File: config.mk
export PLATFORM = sky130hd
export DESIGN_NAME = vfetch_addr_gen
export DESIGN_NICKNAME = d
export VERILOG_FILES = /design/src/rtl/vfag_pkg.sv /design/src/rtl/vfag_regs.sv /design/src/rtl/vfag_walker.sv /design/src/rtl/vfetch_addr_gen.sv
export SDC_FILE = /design/constraint.sdc
export NUM_CORES = 1
export LEC_CHECK = 0
export BUFFER_PORTS_ARGS = -buffer_cell sky130_fd_sc_hd__buf_2
export CAP_MARGIN = 25
export CORE_MARGIN = 2
export CORE_UTILIZATION = 54
export DETAILED_ROUTE_END_ITERATION = 8
export MAX_ROUTING_LAYER = met4
export PLACE_DENSITY = 0.78
export SLEW_MARGIN = 30
export SYNTH_ARGS = -nofsm -noshare
export SYNTH_HDL_FRONTEND = slang
export SYNTH_HIERARCHICAL = 1
export SYNTH_SLANG_ARGS = --single-unit
File: constraint.sdc
create_clock -name clk -period 4.26 [get_ports clk]
set_input_delay 0.426 -clock clk [delete_from_list [all_inputs] [get_ports clk]]
set_output_delay 0.426 -clock clk [all_outputs]
set_load 0.005 [all_outputs]
File: src/rtl/vfag_pkg.sv
package vfag_pkg;
   localparam int IDX_W = 3;
   localparam logic [IDX_W-1:0] IDX_BASE_A = 3'd4;
   localparam logic [IDX_W-1:0] IDX_BASE_B = 3'd5;
   localparam int FIELD_HI_LSB = 16;
   localparam int NUM_SETS = 2;
endpackage

File: src/rtl/vfag_regs.sv
module vfag_regs
   import vfag_pkg::*;
#(
   parameter int LINE_W = 10,
   parameter int BPL_W  = 8,
   parameter int GAP_W  = 8,
   parameter int ADDR_W = 32
) (
   input  logic               clk,
   input  logic               rst_n,
   input  logic               wr_en,
   input  logic [IDX_W-1:0]   wr_idx,
   input  logic [31:0]        wr_data,
   input  logic [IDX_W-1:0]   rd_idx,
   output logic [31:0]        rd_data,
   input  logic               cfg_sel,
   output logic               sel_single,
   output logic [LINE_W-1:0]  sel_lines,
   output logic [BPL_W-1:0]   sel_bpl,
   output logic [GAP_W-1:0]   sel_gap,
   output logic [ADDR_W-1:0]  base_a,
   output logic [ADDR_W-1:0]  base_b
);
   logic              single_q [NUM_SETS];
   logic [LINE_W-1:0] lines_q  [NUM_SETS];
   logic [BPL_W-1:0]  bpl_q    [NUM_SETS];
   logic [GAP_W-1:0]  gap_q    [NUM_SETS];
   logic [ADDR_W-1:0] base_a_q, base_b_q;

   always_ff @(posedge clk) begin
      if (!rst_n) begin
         for (int s = 0; s < NUM_SETS; s++) begin
            single_q[s] <= 1'b0;
            lines_q[s]  <= '0;
            bpl_q[s]    <= '0;
            gap_q[s]    <= '0;
         end
         base_a_q <= '0;
         base_b_q <= '0;
      end else if (wr_en) begin
         for (int s = 0; s < NUM_SETS; s++) begin
            if (wr_idx == IDX_W'(2*s)) begin
               single_q[s] <= wr_data[0];
               lines_q[s]  <= wr_data[FIELD_HI_LSB +: LINE_W];
            end
            if (wr_idx == IDX_W'(2*s+1)) begin
               bpl_q[s] <= wr_data[0 +: BPL_W];
               gap_q[s] <= wr_data[FIELD_HI_LSB +: GAP_W];
            end
         end
         if (wr_idx == IDX_BASE_A) base_a_q <= wr_data[ADDR_W-1:0];
         if (wr_idx == IDX_BASE_B) base_b_q <= wr_data[ADDR_W-1:0];
      end
   end

   always_comb begin
      rd_data = '0;
      for (int s = 0; s < NUM_SETS; s++) begin
         if (rd_idx == IDX_W'(2*s)) begin
            rd_data[0] = single_q[s];
            rd_data[FIELD_HI_LSB +: LINE_W] = lines_q[s];
         end
         if (rd_idx == IDX_W'(2*s+1)) begin
            rd_data[0 +: BPL_W] = bpl_q[s];
            rd_data[FIELD_HI_LSB +: GAP_W] = gap_q[s];
         end
      end
      if (rd_idx == IDX_BASE_A) rd_data[ADDR_W-1:0] = base_a_q;
      if (rd_idx == IDX_BASE_B) rd_data[ADDR_W-1:0] = base_b_q;
   end

   assign sel_single = single_q[cfg_sel];
   assign sel_lines  = lines_q[cfg_sel];
   assign sel_bpl    = bpl_q[cfg_sel];
   assign sel_gap    = gap_q[cfg_sel];
   assign base_a     = base_a_q;
   assign base_b     = base_b_q;

   // a base write lands in the register one cycle later
   p_base_write_r2: assert property (@(posedge clk) disable iff (!rst_n)
      (wr_en && wr_idx == IDX_BASE_A) |=> (base_a == $past(wr_data[ADDR_W-1:0])));
endmodule

File: src/rtl/vfag_walker.sv
module vfag_walker #(
   parameter int LINE_W      = 10,
   parameter int BPL_W       = 8,
   parameter int GAP_W       = 8,
   parameter int ADDR_W      = 32,
   parameter int BURST_BYTES = 16
) (
   input  logic              clk,
   input  logic              rst_n,
   input  logic              go,
   input  logic              cfg_single,
   input  logic [LINE_W-1:0] cfg_lines,
   input  logic [BPL_W-1:0]  cfg_bpl,
   input  logic [GAP_W-1:0]  cfg_gap,
   input  logic [ADDR_W-1:0] base_a,
   input  logic [ADDR_W-1:0] base_b,
   input  logic              ack,
   output logic              req,
   output logic [ADDR_W-1:0] addr,
   output logic              sof,
   output logic              eof,
   output logic              err
);
   localparam bit IS_POW2 = (BURST_BYTES & (BURST_BYTES - 1)) == 0;
   localparam int SHIFT   = $clog2(BURST_BYTES);
   localparam logic [ADDR_W-1:0] BURST_STEP = ADDR_W'(BURST_BYTES);

   logic              running;
   logic              next_b;
   logic [LINE_W-1:0] lines_q, line_cnt;
   logic [BPL_W-1:0]  bpl_q, burst_cnt;
   logic [GAP_W-1:0]  gap_q;
   logic [ADDR_W-1:0] addr_q;
   logic [ADDR_W-1:0] gap_plus1, line_step;
   logic              last_burst, last_line;

   assign gap_plus1 = ADDR_W'(gap_q) + ADDR_W'(1);

   generate
      if (IS_POW2) begin : g_shift_step
         assign line_step = gap_plus1 << SHIFT;
      end else begin : g_mult_step
         assign line_step = gap_plus1 * BURST_STEP;
      end
   endgenerate

   assign last_burst = (burst_cnt == bpl_q - BPL_W'(1));
   assign last_line  = (line_cnt == lines_q - LINE_W'(1));

   always_ff @(posedge clk) begin
      if (!rst_n) begin
         running   <= 1'b0;
         next_b    <= 1'b0;
         sof       <= 1'b0;
         eof       <= 1'b0;
         err       <= 1'b0;
         lines_q   <= '0;
         bpl_q     <= '0;
         gap_q     <= '0;
         line_cnt  <= '0;
         burst_cnt <= '0;
         addr_q    <= '0;
      end else begin
         sof <= 1'b0;
         eof <= 1'b0;
         if (!running && go) begin
            if (cfg_lines == '0 || cfg_bpl == '0) begin
               err <= 1'b1;
            end else begin
               err       <= 1'b0;
               running   <= 1'b1;
               sof       <= 1'b1;
               lines_q   <= cfg_lines;
               bpl_q     <= cfg_bpl;
               gap_q     <= cfg_gap;
               line_cnt  <= '0;
               burst_cnt <= '0;
               if (cfg_single) begin
                  addr_q <= base_a;
                  next_b <= 1'b0;
               end else begin
                  addr_q <= next_b ? base_b : base_a;
                  next_b <= ~next_b;
               end
            end
         end else if (running && ack) begin
            if (!last_burst) begin
               burst_cnt <= burst_cnt + BPL_W'(1);
               addr_q    <= addr_q + BURST_STEP;
            end else if (!last_line) begin
               burst_cnt <= '0;
               line_cnt  <= line_cnt + LINE_W'(1);
               addr_q    <= addr_q + line_step;
            end else begin
               running <= 1'b0;
               eof     <= 1'b1;
            end
         end
      end
   end

   assign req  = running;
   assign addr = addr_q;

   // a pending request keeps its address
   p_hold_addr_r5: assert property (@(posedge clk) disable iff (!rst_n)
      (req && !ack) |=> (req && $stable(addr)));
   // start strobe only with a request on offer
   p_sof_with_req_r6: assert property (@(posedge clk) disable iff (!rst_n)
      sof |-> req);
   // end strobe only once the request has dropped
   p_eof_idle_r6: assert property (@(posedge clk) disable iff (!rst_n)
      eof |-> !req);
   // a refused start never fetches
   p_err_quiet_r9: assert property (@(posedge clk) disable iff (!rst_n)
      err |-> !req);
   // counters stay inside the latched geometry
   p_cnt_range_r3: assert property (@(posedge clk) disable iff (!rst_n)
      running |-> (line_cnt < lines_q && burst_cnt < bpl_q));
   // a running field is never restarted
   p_no_restart_r10: assert property (@(posedge clk) disable iff (!rst_n)
      (req && !ack) |=> !sof);
endmodule

File: src/rtl/vfetch_addr_gen.sv
module vfetch_addr_gen
   import vfag_pkg::*;
#(
   parameter int LINE_W      = 10,
   parameter int BPL_W       = 8,
   parameter int GAP_W       = 8,
   parameter int ADDR_W      = 32,
   parameter int BURST_BYTES = 16
) (
   input  logic              clk,
   input  logic              rst_n,
   input  logic              wr_en,
   input  logic [2:0]        wr_idx,
   input  logic [31:0]       wr_data,
   input  logic [2:0]        rd_idx,
   output logic [31:0]       rd_data,
   input  logic              cfg_sel,
   input  logic              field_go,
   output logic              burst_req,
   output logic [ADDR_W-1:0] burst_addr,
   input  logic              burst_ack,
   output logic              field_sof,
   output logic              field_eof,
   output logic              cfg_err
);
   generate
      if (LINE_W < 1 || LINE_W > 16) begin : g_bad_line_w
         $error("LINE_W must lie in 1..16");
      end
      if (BPL_W < 1 || BPL_W > 16) begin : g_bad_bpl_w
         $error("BPL_W must lie in 1..16");
      end
      if (GAP_W < 1 || GAP_W > 16) begin : g_bad_gap_w
         $error("GAP_W must lie in 1..16");
      end
      if (ADDR_W < 8 || ADDR_W > 32) begin : g_bad_addr_w
         $error("ADDR_W must lie in 8..32");
      end
      if (BURST_BYTES < 1) begin : g_bad_burst
         $error("BURST_BYTES must be positive");
      end
   endgenerate

   logic              sel_single;
   logic [LINE_W-1:0] sel_lines;
   logic [BPL_W-1:0]  sel_bpl;
   logic [GAP_W-1:0]  sel_gap;
   logic [ADDR_W-1:0] base_a, base_b;

   vfag_regs #(
      .LINE_W(LINE_W), .BPL_W(BPL_W), .GAP_W(GAP_W), .ADDR_W(ADDR_W)
   ) u_regs (
      .clk(clk), .rst_n(rst_n),
      .wr_en(wr_en), .wr_idx(wr_idx), .wr_data(wr_data),
      .rd_idx(rd_idx), .rd_data(rd_data),
      .cfg_sel(cfg_sel),
      .sel_single(sel_single), .sel_lines(sel_lines),
      .sel_bpl(sel_bpl), .sel_gap(sel_gap),
      .base_a(base_a), .base_b(base_b)
   );

   vfag_walker #(
      .LINE_W(LINE_W), .BPL_W(BPL_W), .GAP_W(GAP_W),
      .ADDR_W(ADDR_W), .BURST_BYTES(BURST_BYTES)
   ) u_walker (
      .clk(clk), .rst_n(rst_n), .go(field_go),
      .cfg_single(sel_single), .cfg_lines(sel_lines),
      .cfg_bpl(sel_bpl), .cfg_gap(sel_gap),
      .base_a(base_a), .base_b(base_b),
      .ack(burst_ack), .req(burst_req), .addr(burst_addr),
      .sof(field_sof), .eof(field_eof), .err(cfg_err)
   );
endmodule

== Word level (Yosys, flattened, before mapping) ==
Memories as Yosys holds them, arrays and structs flattened. A register that Yosys moved wholly into a read port is not among the register bits.
Index checks and enable logic that the tools add are counted.

* RAM bits: 54
* Output and inout bits: 68
* Memory bits (read-only): 0
* Register bits after elaboration: 137
* Word-level logic and storage cells: 132
* Memories: 4
* Input port bits: 44
* Latch bits: 0

{| class="wikitable"
|+ Memories
! memory !! depth !! bits a word !! rd ports !! clocked after Yosys merged registers in !! write ports !! line !! text
|-
| u_regs.lines_q || 2 || 10 || 3 || 0 || 2 || vfag_regs.sv:25 || <nowiki>logic [LINE_W-1:0] lines_q [NUM_SETS];</nowiki>
|-
| u_regs.bpl_q || 2 || 8 || 3 || 0 || 2 || vfag_regs.sv:26 || <nowiki>logic [BPL_W-1:0] bpl_q [NUM_SETS];</nowiki>
|-
| u_regs.gap_q || 2 || 8 || 3 || 1 || 2 || vfag_regs.sv:27 || <nowiki>logic [GAP_W-1:0] gap_q [NUM_SETS];</nowiki>
|-
| u_regs.single_q || 2 || 1 || 3 || 0 || 2 || vfag_regs.sv:24 || <nowiki>logic single_q [NUM_SETS];</nowiki>
|}

* Multiply operators: 0
* $lt $le $gt $ge: 0
* Reduce and logical (&&, ||, !) cells: 20
* Mux-type cells: 61
* Shift operators: 0
* Bitwise operators: 13
* Eq/ne operators: 15
* Add/subtract/negate cells: 7
* Divide/modulo/power cells: 0

{| class="wikitable"
|+ Operator list
! kind !! number
|-
| 32-bit 2-to-1 mux || 9
|-
| 8-bit 2-to-1 mux || 13
|-
| 10-bit 2-to-1 mux || 9
|-
| 32-bit adder || 1
|-
| 32-bit by 5-bit adder with 32-bit output (second input constant) || 1
|-
| 1-bit 2-to-1 mux || 30
|-
| 3-bit by 2-bit == test with 1-bit output (second input constant) || 4
|-
| 3-bit == test (second input constant) || 4
|-
| 10-bit by 1-bit adder with 10-bit output (second input constant) || 1
|-
| 10-bit == test || 1
|-
| 10-bit zero test || 1
|-
| 10-bit by 1-bit subtractor with 10-bit output (second input constant) || 1
|-
| 8-bit by 1-bit adder with 9-bit output (second input constant) || 1
|-
| 8-bit by 1-bit adder with 8-bit output (second input constant) || 1
|-
| 8-bit == test || 1
|-
| 8-bit zero test || 1
|-
| 1-bit bitwise OR || 8
|-
| 2-bit AND reduction || 4
|-
| 4-bit AND reduction || 2
|-
| 8-bit by 1-bit subtractor with 8-bit output (second input constant) || 1
|-
| 3-bit by 1-bit == test with 1-bit output (second input constant) || 2
|-
| 3-bit zero test || 2
|-
| 2-bit nonzero test || 3
|-
| 1-bit NOT || 5
|-
| other kinds (7) || 10
|}

== Logic depth before layout (Yosys ltp) ==
* Word-level depth: 7
* Depth in mapped cells: 19
* Depth with buffers taken out: 17

== Cells and area by module ==
The synthesis kept the hierarchy.

{| class="wikitable"
|+ Modules (own cells, without submodules)
! module !! cells each !! instances !! area each (sq um) !! sequential area each (sq um)
|-
| vfag_walker || 750 || 1 || 5,521.5 || 1,621.6
|-
| vfag_regs || 509 || 1 || 5,411.4 || 2,902.8
|}

== Worst setup path after synthesis ==
OpenSTA, ideal clock, no wires.

* Kind: register to register
* Start: register u_walker.bpl_q[2]
* End: register u_walker.addr_q[18], in the netlist u_walker/addr[18]
* Setup time: 95 ps
* Buffers on the path: 3
* Setup slack: 47 ps
* Data required time: 4,165 ps
* Data arrival time: 4,118 ps
* Clock period less this slack: 4,213 ps
* Cell stages (with the launch flop): 17
* Path through: dfxtp_1 -> clkbuf_2 -> or4_1 -> or3_1 -> a21oi_1 -> o2111ai_1 -> clkbuf_1 -> or2_2 -> fa_1 -> nor2b_1 -> o31ai_1 -> a211oi_1 -> o21a_1 -> clkbuf_1 -> a31oi_1 -> or3_1 -> a221oi_1

* Word-level cells in the longest chain between the ends: 5
* Elaborated cells between the ends (all ways): 7
* Classes of those cells: add/sub (1); eq/ne (2); mux (3); reduce/logical (1)

{| class="wikitable"
|+ RTL lines
! element !! line !! text
|-
| start, declared || vfag_walker.sv:31 || <nowiki>logic [BPL_W-1:0] bpl_q, burst_cnt;</nowiki>
|-
| start signal, assigned || vfag_walker.sv:74 || <nowiki>bpl_q <= cfg_bpl;</nowiki>
|-
| 8-bit by 1-bit subtractor with 8-bit output * || vfag_walker.sv:47 || <nowiki>assign last_burst = (burst_cnt == bpl_q - BPL_W'(1));</nowiki>
|-
| 8-bit == test * || vfag_walker.sv:47 ||
|-
| 32-bit 2-to-1 mux || vfag_walker.sv:87 || <nowiki>if (!last_burst) begin</nowiki>
|-
| 32-bit 2-to-1 mux || vfag_walker.sv:86 || <nowiki>end else if (running && ack) begin</nowiki>
|-
| 32-bit 2-to-1 mux || vfag_walker.sv:66 || <nowiki>if (!running && go) begin</nowiki>
|-
| end signal, assigned || vfag_walker.sv:82 || <nowiki>addr_q <= next_b ? base_b : base_a;</nowiki>
|-
| end signal, assigned || vfag_walker.sv:89 || <nowiki>addr_q <= addr_q + BURST_STEP;</nowiki>
|-
| end signal, assigned || vfag_walker.sv:93 || <nowiki>addr_q <= addr_q + line_step;</nowiki>
|-
| end, declared || vfag_walker.sv:33 || <nowiki>logic [ADDR_W-1:0] addr_q;</nowiki>
|}

Every way passes the cells marked *; elsewhere a longest branch is shown, timed or not. The select of a mux whose other input is x is not followed.
A chain may end at the register's enable or synchronous reset.

== Worst setup path after layout ==
* Start: register u_walker.bpl_q[0]
* End: register u_walker.addr_q[29], in the netlist u_walker/addr[29]

The elaborated chain is that of the path after synthesis.

==> flow_summary_export.csv <==
group,metric,value,unit
critical_path,startpoint_type,"flip-flop",
clock_network,cts_tree,"built",
die,die_w,146,µm
detailed_routing,vias_per_cell,6.16,
yosys,async_flop_share,0,%
clock_network,post_cts.repair.setup_buffers,0,
sta,slew_headroom,31.5,%
global_route,grt_pass1_wl,49100,µm
yosys,synthesis.nets,1318,
die,num_rows,52,
yosys,yosys_warnings,6,
sta,finalSetupTns,0,ns
place,place_inst,1583,
critical_path,path_buf_inv,2,
critical_path,crit_slowest_cell,"nor3_1",
detailed_routing,wire_per_inst,19.6,µm
yosys,synth_seq_cells,199,
yosys,synth-edff-count,54,
global_route,grt.overflow.total,0,
place,dpl_worst_slack,0.0576,ns
yosys,yosysSeqAreaShare,41.4,%
clock_network,ctsHtreeMaxLevel,4,
yosys,synthTopCellsByArea,"dfxtp_1 (27%), edfxtp_1 (15%), nand2_1 (7.0%), mux2i_1 (5.6%), nand3_1 (5.2%)",
global_route,grt_max_degree,82,
clock_network,clkTransAtPathRegs,0.08,ns
final_layout,fillers,1793,
sta,layout_setup_ws,0.256,ns
detailed_routing,drtPass1Iterations,8,
clock_network,ctsLongestPathBuffers,2,
critical_path,cp.required,4.60,ns
sta,finalClockSkew,0.0139,ns
yosys,ys_types,80,
critical_path,end_kind,"flip-flop",
die,floorplan.initialDensity,54.6,%
yosys,yosysTopAreaCellShare,26.6,%
place,port_buffers,111,
final_layout,stdcell_count,1615,
min_path,hold_path.class,"input pin to flip-flop",
global_route,grtUsageTotal,29.8,%
final_layout,num-nets-final,1391,
sta,setup_viol_count_final,0,
clock_network,clock-sinks,199,
sta,hold_violations,0,
clock_network,clkLatencyLatePin,0.44,ns
pwr,p_per_area,353,nW/µm²
final_layout,antenna_cells,0,
sta,rsz0062_at_grt,"no",
place,dpl.hpwl,21900,µm
sta,slew_viol_final,0,
clock_network,cts-root-buf,"clkbuf_16",
detailed_routing,drc,0,
pwr,leakage,4.78,nW
yosys,syn_area,10900,µm²
critical_path,path_common_cell,"buf_4",
sta,period_needed,4.00,ns
yosys,synth.avg_cell_area,8.68,µm²
yosys,netlist_instances,1259,
critical_path,slowest_delay,0.57,ns
pwr,irDropWorstVdd,0.265,mV
place,place_congestion,0.911,
detailed_routing,postRouteAntennaNets,0,
die,io_pins,112,
critical_path,crit_arrival,4.35,ns
yosys,yosysTopAreaCell,"dfxtp_1",
clock_network,cts_made_buffers,17,
die,coreArea,20000,µm²
die,die-area,21400,µm²
critical_path,path_class,"flip-flop to flip-flop",
sta,fin_crit_sh,94.0,%
sta,tightest_slew,1.03,ns
run,max_cap_viol_count,0,
global_route,grt_pass1_vias,8988,
clock_network,cts-resized-gates,0,
final_layout,drive_above_1_share,18.3,%
yosys,ys.flop_type,"dfxtp_1",
global_route,antenna_found_initial,0,
detailed_routing,wl,31700,µm
critical_path,path_cells,"buf_4, nor2_2, xnor2_1, a32o_1, a221o_1, o2111ai_4, buf_4, nor2_1, ha_1, a21o_1, o221ai_1, nor3_1, a31oi_1, or3_1, a221oi_1",
critical_path,crit_fanout,7,
die,die_h,146,µm
clock_network,hold_buffers,0,
status,status,"finished, final reports clean",
final_layout,area_delta_synth_final,12.6,%
sta,max_freq,250,MHz
detailed_routing,vias,9952,
critical_path,critical_path.top_delay_family,"compound AO/OA/AOI/OAI gates",
detailed_routing,drtIter0Drc,1088,
-- registers in the layout (all words and copies together), names as in the netlist, 2 cells and up --
| name | cells |
|---|---|
| u_regs/base_a | 32 |
| u_regs/base_b | 32 |
| u_regs/bpl_q | 16 |
| u_regs/gap_q | 16 |
| u_regs/lines_q | 20 |
| u_regs/single_q | 2 |
| u_walker/addr | 32 |
| u_walker/bpl_q | 8 |
| u_walker/burst_cnt | 8 |
| u_walker/gap_q | 8 |
| u_walker/line_cnt | 10 |
| u_walker/lines_q | 10 |
-- cell type report --
type	instances	area, µm²	share of cell area, %
timing repair buffer	151	858	6.97
multi-input combinational	944	5940	48.3
clock inverter	13	135	1.10
tap	270	338	2.74
clock buffer	19	443	3.60
inverter	19	71.3	0.579
sequential	199	4520	36.7
-- report_power, final --
group / switching (mW) / total (mW) / internal, mW
Clock: 0.798 / 1.60 / 0.799
Combinational: 0.402 / 0.656 / 0.253
Sequential: 0.0689 / 2.10 / 2.03
-- kinds of logic (layout without fill, tap and decap cells) --
group           Yosys count  after routing  synth area share [%]
fa+ha+maj                15             15                  1.79
mux                      88             88                  8.37
buf+inv                 116            202                  5.04
xor+xnor                 28             28                  2.24
compound gates          315            315                  19.5
simple gates            498            498                  21.7
flops                   199            199                  41.4
-- path summary, 6_finish.rpt --
check / startpoint / endpoint / slack, ns / depth (start not counted)
min: wr_data[11] / u_regs/base_a[11] / 0.25 / 3
min reg2reg: u_walker/err / u_walker/err / 0.47 / 2
max reg2reg: u_walker/bpl_q[0] / u_walker/addr[29] / 0.26 / 15
max: u_walker/bpl_q[0] / u_walker/addr[29] / 0.26 / 15
-- layout by cell type (no fill, tap or decap), types with 11 or more instances in the layout --
cell type / Yosys / routed
nand2_1: 204 / 204
dfxtp_1: 145 / 145
nand3_1: 114 / 113
buf_2: 19 / 110
o21ai_0: 96 / 94
mux2i_1: 61 / 61
nor2_1: 62 / 61
a21oi_1: 62 / 61
edfxtp_1: 54 / 54
buf_4: 4 / 41
and2_1: 30 / 30
mux2_2: 27 / 27
xnor2_1: 19 / 19
inv_1: 19 / 18
clkbuf_16: 0 / 17
o21a_1: 16 / 16
nor3_1: 15 / 15
ha_1: 14 / 14
a31oi_1: 14 / 13
a221oi_1: 12 / 12
nor4_1: 12 / 12
a21o_1: 11 / 11
o211ai_1: 11 / 11
-- layer usage --
layer  wire (µm)  track usage [%]
met5           0                -
met4         571             7.38
met3        2820             6.72
met2       14200             44.0
met1       14100             41.7
-- worst min-delay path, stage by stage --
cell     delay [ns]
buf_2          0.09
nand2_1        0.06
o21ai_0        0.06
-- per-stage QoR --
step | power (mW) | utilization (%) | hold WS (ns) | cell area (µm²)
6_report | 4.35 | 61.5 | 0.247 | 12300
2_1_floorplan | 2.55 | - | 0.448 | 10900
4_1_cts | 4.34 | 61.1 | 0.235 | 12200
5_1_grt | 4.51 | 61.5 | 0.246 | 12300
3_5_place_dp | 2.77 | 58.2 | 0.460 | 11700
3_3_place_gp | 2.76 | 58.2 | 0.455 | 11700
-- cells in the mapped netlist (10+ instances only) --
cell type,instances
nand3_1,114
buf_2,19
xnor2_1,19
o21ai_0,96
clkbuf_1,50
nor3_1,15
o21a_1,16
mux2_2,27
nor4_1,12
nand2_1,204
edfxtp_1,54
a21oi_1,62
mux2i_1,61
and2_1,30
a31oi_1,14
nor2_1,62
a221oi_1,12
dfxtp_1,145
ha_1,14
o211ai_1,11
a21o_1,11
inv_1,19
buf_1,10
Power figures use the tool's default switching activity.
